### config.mk
export PLATFORM = sky130hd
export DESIGN_NAME = dtime_pair_gen
export DESIGN_NICKNAME = d
export VERILOG_FILES = /design/src/rtl/dtime_pair_gen.sv
export SDC_FILE = /design/constraint.sdc
export NUM_CORES = 1
export LEC_CHECK = 0
export ABC_AREA = 1
export BUFFER_PORTS_ARGS = -buffer_cell sky130_fd_sc_hd__buf_4
export CELL_PAD_IN_SITES_DETAIL_PLACEMENT = 1
export CELL_PAD_IN_SITES_GLOBAL_PLACEMENT = 2
export CORE_ASPECT_RATIO = 0.7
export CORE_UTILIZATION = 29
export CTS_BUF_LIST = sky130_fd_sc_hd__clkbuf_8
export DETAILED_ROUTE_END_ITERATION = 7
export GPL_ROUTABILITY_DRIVEN = 0
export PLACE_DENSITY_LB_ADDON = 0.2
export SLEW_MARGIN = 10
export SYNTH_ARGS = -nofsm -noshare
export SYNTH_HDL_FRONTEND = slang
export SYNTH_SLANG_ARGS = --single-unit
### constraint.sdc
create_clock -name clk -period 1.4 [get_ports clk]
set_input_delay 0.21 -clock clk [delete_from_list [all_inputs] [get_ports clk]]
set_output_delay 0.21 -clock clk [all_outputs]
set_load 0.005 [all_outputs]
### src/rtl/dtime_pair_gen.sv
module dtime_pair_gen #(
  parameter int NUM_GEN = 2,
  parameter int DT_W    = 8
) (
  input  logic                    clk,
  input  logic                    rst_n,
  input  logic                    tick,
  input  logic [NUM_GEN-1:0]      pwm_in,
  input  logic [NUM_GEN-1:0]      dt_en,
  input  logic [NUM_GEN*DT_W-1:0] dt_len,
  output logic [NUM_GEN-1:0]      out_hi,
  output logic [NUM_GEN-1:0]      out_lo
);

  for (genvar g = 0; g < NUM_GEN; g++) begin : gen_ch
    logic [DT_W-1:0] len, cnt;
    logic            pwm_q, edge_now, busy, bypass;

    assign len      = dt_len[g*DT_W +: DT_W];
    assign edge_now = pwm_in[g] ^ pwm_q;
    assign busy     = (cnt != '0);
    assign bypass   = !dt_en[g] || (len == '0);

    always_ff @(posedge clk) begin
      if (!rst_n) begin
        pwm_q <= 1'b0;
        cnt   <= '0;
      end else begin
        pwm_q <= pwm_in[g];
        if (edge_now)         cnt <= len;
        else if (busy && tick) cnt <= cnt - 1'b1;
      end
    end

    assign out_hi[g] = rst_n && (bypass ?  pwm_in[g] : ( pwm_in[g] && !busy && !edge_now));
    assign out_lo[g] = rst_n && (bypass ? !pwm_in[g] : (!pwm_in[g] && !busy && !edge_now));


    excl_chk: assert property (@(posedge clk) disable iff (!rst_n)
      !(out_hi[g] && out_lo[g]));


    bypass_chk: assert property (@(posedge clk) disable iff (!rst_n)
      !dt_en[g] |-> (out_hi[g] == pwm_in[g]) && (out_lo[g] == !pwm_in[g]));


    dead_chk: assert property (@(posedge clk) disable iff (!rst_n)
      (dt_en[g] && $past(dt_en[g]) && len != '0 && pwm_in[g] != $past(pwm_in[g]))
        |-> (!out_hi[g] && !out_lo[g]));


    rise_chk: assert property (@(posedge clk) disable iff (!rst_n)
      ($rose(out_hi[g]) && dt_en[g] && $past(dt_en[g]) && len != '0 && $stable(len))
        |-> (pwm_in[g] && $past(pwm_in[g])));
  end

endmodule

# Word level (Yosys, flattened, before mapping)
# Cells that the tools add are included.
[word_totals]
register_bits = 18
latchBits = 0
ram_bits = 0
romBits = 0
inputBits = 23
out_inout_bits = 4
mem_count = 0
[op_classes]
add_sub_neg = 2
n_mul = 0
div_mod_pow = 0
magnitude_cmp = 0
n_eq_ne = 0
n_shift = 0
muxes = 8
bitwise_logic = 2
reduce_logical = 30
[ops]
columns = ["cell", "n"]
rows = [
  ["$mux 8", 4],
  ["$logic_not 8->1", 2],
  ["$reduce_bool 8->1", 2],
  ["$sub 8x1->8 const B", 2],
  ["$logic_and 1x1->1", 14],
  ["$logic_not 1->1", 8],
  ["$mux 1", 4],
  ["$reduce_bool 2->1", 2],
  ["$logic_or 1x1->1", 2],
  ["$xor 1x1->1", 2],
]

# Depth between registers and ports, before layout
[logic_depth]
word_depth = 6
ltp_mapped = 11
ltp_nobuf = 11

# Least setup slack after synthesis
# Ideal clock, no wire load.
[synth_timing]
path_kind = "reg-to-output"
start = "register gen_ch[1].cnt[0]"
end = "output out_lo[1]"
arrival_ns = 1.117
required_ns = 1.190
setup_slack_ns = 0.073
path_stages_with_launch = 9
path_buffers = 0
cell_sequence = "dfxtp_1 -> inv_1 -> ha_1 -> inv_1 -> nor2_1 -> nand3_2 -> o211ai_1 -> nand2_1 -> nor2_1"
[synth_between]
elab_chain_cells = 6
[synth_lines]
columns = ["item", "line_no", "text"]
rows = [
  ["start, declared", "16", "logic [DT_W-1:0] len, cnt;"],
  ["start signal, assigned", "30", "if (edge_now) cnt <= len;"],
  ["start signal, assigned", "31", "else if (busy && tick) cnt <= cnt - 1'b1;"],
  ["$reduce_bool 8->1", "21", "assign busy = (cnt != '0);"],
  ["$logic_not 1->1", "36", "assign out_lo[g] = rst_n && (bypass ? !pwm_in[g] : (!pwm_in[g] && !busy && !edge_now));"],
  ["$logic_and 1x1->1 (2 in series)", "36", ""],
  ["$mux 1", "36", ""],
  ["$logic_and 1x1->1", "36", ""],
  ["end, declared", "12", "output logic [NUM_GEN-1:0] out_lo"],
]
# Every way passes these cells.

# Final worst setup path
[layout_timing]
start = "register gen_ch[1].cnt[5]"
end = "output out_lo[1]"
# The elaborated chain is that of the path after synthesis.

==> impl_metrics.env <==
export IMPL_n_antenna_cell=0
export IMPL_rsz0062_at_grt="yes"
export IMPL_synth_mux_area_frac=0
export IMPL_synth_top_family_by_area="simple AND/OR/NAND/NOR gates"
export IMPL_antenna_found_initial=0
export IMPL_io_pins=27
export IMPL_clock_path_buffers=2
export IMPL_avgSynthCellArea_um2=5.877
export IMPL_viasPerCell=4.729
export IMPL_row_count=20
export IMPL_synth_nets=265
export IMPL_drv_cap=0
export IMPL_reg2reg_from="gen_ch[0].cnt[0]"
export IMPL_cts_root_buf="clkbuf_8"
export IMPL_endpoint_kind="output port"
export IMPL_drt_initial_drc_count=65
export IMPL_worstSetupPathType="register to output port"
export IMPL_finalCriticalPeriod_ns=1.705
export IMPL_wl_per_cell_um=14.48
export IMPL_p_int_uw=1270
export IMPL_grt_pass1_wl_um=8017
export IMPL_yosysSeqAreaShare=0.2576
export IMPL_outcome="finished with violations"
export IMPL_start_kind="register"
export IMPL_cts_buffers=3
export IMPL_synth_simple_area_share=0.4571
export IMPL_layout_commonest_cell="nand2_1"
export IMPL_fin_skew_ns=0.009936
export IMPL_worstMarginPinSlew_ns=0.5930
export IMPL_setup_violations=7
export IMPL_crit_required_ns=1.19
export IMPL_cp_max_fo=3
export IMPL_synth_compound_area_frac=0.1190
export IMPL_synth_async_sr_flop_share=0
export IMPL_yosysUniqueCellTypes=26
export IMPL_first_global_vias=1571
export IMPL_rr_endpoint="gen_ch[0].cnt[6]"
export IMPL_p_per_area_mw_per_mm2=1017
export IMPL_ys_seq_elements=18
export IMPL_timing_fmax_mhz=586.5
export IMPL_final_cell_mix="nand2_1 (71), buf_4 (54), nor2_1 (24), inv_1 (22), nand3_1 (15)"
export IMPL_synth_fa_ha_area_frac=0.03578
export IMPL_drt_drc_violations_left=0
export IMPL_r2r_slack_ns=-0.06
export IMPL_p_leak_uw=0.001043
export IMPL_hold_depth=3
export IMPL_dr_pass1_iters=4
export IMPL_synth_xor_area_share=0.006261
export IMPL_insertion_delay_ns=0.27
export IMPL_hold_path_end="gen_ch[1].pwm_q"
export IMPL_hpwl_um=3551
export IMPL_switching_share=0.4093
export IMPL_setup_ws_ns=-0.3050
export IMPL_fin_hold_ws_ns=0.1740
export IMPL_grtUsageTotal=0.2087
export IMPL_maxSlewViolCount=0
export IMPL_period_share=1.218
export IMPL_numPortBuffers=26
export IMPL_area_growth_pct=51.16
export IMPL_synth_main_ff_cell="dfxtp_1"
export IMPL_wl_um=5069
export IMPL_cts_htree_levels=1
export IMPL_ant_nets=0
export IMPL_dieArea_mm2=0.005110
export IMPL_start_util=0.3123
export IMPL_grt_overflow=0
export IMPL_synth_enable_flop_cells=0
export IMPL_clkPwrFrac=0.184
export IMPL_hold_start="pwm_in[1]"
export IMPL_vias=1655
export IMPL_chipHeight_um=60.11
export IMPL_finish_utilization=0.4721
export IMPL_syn_instance_count=238
export IMPL_synth_warnings=0
export IMPL_drive_above_1_share=0.4305
export IMPL_r2r_cells=12
export IMPL_tritoncts="yes"
export IMPL_switchingPower_uw=880.3
export IMPL_power_frac_comb=0.518
export IMPL_pwr_share_seq=0.298
export IMPL_nNetsFinal=324
export IMPL_die_w_um=85.01
export IMPL_cts_sinks=18
export IMPL_vdd_drop_max_mv=0.4184
export IMPL_relSlewSlack=0.6042
export IMPL_core_mm2=0.004479
export IMPL_cp_data_arrival_time_ns=1.49
export IMPL_violations="negative setup slack"
export IMPL_synthesis_area_mm2=0.001399
export IMPL_final_hold_viol_count=0
export IMPL_grt_max_degree=12
export IMPL_clk_pin_slew_worst_paths_ns=0.08
export IMPL_min_path_type="input port to register"
layer usage:
layer	wire length [um]	GRT usage	vias to the layer above
li1	-	-	848
met1	2735	0.3105	772
met2	2061	0.3041	31
met3	217	0.03867	4
met4	54	0.05811	0
met5	0	0	-
critical path, cell delays in order, from the launching register on:
cell	delay, ns
dfxtp_1	0.35
inv_2	0.09
nand2_1	0.09
nor2_4	0.11
nand3_2	0.10
o211ai_1	0.15
nand2_1	0.11
nor2_2	0.12
buf_4	0.12
kinds of logic (layout without fill, tap and decap cells):
kind of cell             count (synthesis)  after routing
AO/OA/AOI/OAI                           30             30
AND/OR/NAND/NOR                        143            144
XOR/XNOR                                 1              1
adder cells (fa/ha/maj)                  4              4
flip-flops                              18             18
buffers and inverters                   42             98
cell usage after synthesis (2+ instances only):
master	number	area share
o211ai_1	2	0.011
o21ai_0	9	0.032
nand3_1	16	0.057
inv_2	3	0.0080
inv_1	34	0.091
a21oi_1	12	0.043
nand3_2	2	0.014
dfxtp_1	18	0.26
nor2_1	30	0.081
ha_1	4	0.036
nand4_1	2	0.0089
a21oi_2	2	0.013
and2_1	2	0.0089
nand2_1	77	0.21
o21ai_1	3	0.011
nand2_2	6	0.027
nand2_4	3	0.024
nor2_2	4	0.018
buf_4	2	0.011
registers in the layout (all words and copies together), names as in the netlist:
| name | count |
|---|---|
| gen_ch.cnt | 16 |
| gen_ch.pwm_q | 2 |
power groups by stage:
stage               registers (uW)  clock network [uW]  logic (uW)
floorplan                      637                   0         524
global placement               636                   0         826
CTS                            632                 407         951
detailed placement             637                   0         834
finish                         640                 396        1110
global route                   649                 418        1240
area by class of cell:
type	instances	area, um^2
multi-input combinational	179	1037
inverter	37	145.1
fill	599	2365
timing repair buffer	58	450.4
sequential	18	371.6
clock buffer	3	41.29
tap	55	68.82
through the flow:
stage                     instances  total power, uW  setup TNS (ns)  cell area [um^2]  setup slack, ns
after floorplan                 238             1161               0              1399          0.07330
after global placement          335             1462         -0.2787              1785         -0.08087
after detailed placement        335             1471         -0.4305              1785          -0.1191
after CTS                       345             1990          -1.011              1967          -0.3301
after global routing            350             2305          -1.777              2115          -0.3734
final                           350             2151          -1.045              2115          -0.3050
how the worst max path moves through the flow:
stage / depth (start not counted) / slack [ns] / startpoint / endpoint
CTS: 9 / -0.33 / gen_ch[1].cnt[1] / out_lo[1]
global route: 9 / -0.37 / gen_ch[1].cnt[1] / out_lo[1]
floorplan: 8 / 0.07 / gen_ch[1].cnt[0] / out_lo[1]
detailed placement: 9 / -0.12 / gen_ch[1].cnt[0] / out_lo[1]
finish: 8 / -0.30 / gen_ch[1].cnt[5] / out_lo[1]
global placement: 9 / -0.08 / gen_ch[0].cnt[0] / out_lo[0]
repair_timing:
action | 4_1_cts | 5_1_grt
resized for setup | 27 | 41
gates cloned | 1 | 0
setup endpoints to repair | 14 | 17
pin swaps | 15 | 24
setup buffers | 7 | 11
hold buffers | 0 | 0
Note: power is estimated with default switching activity, not from simulation.
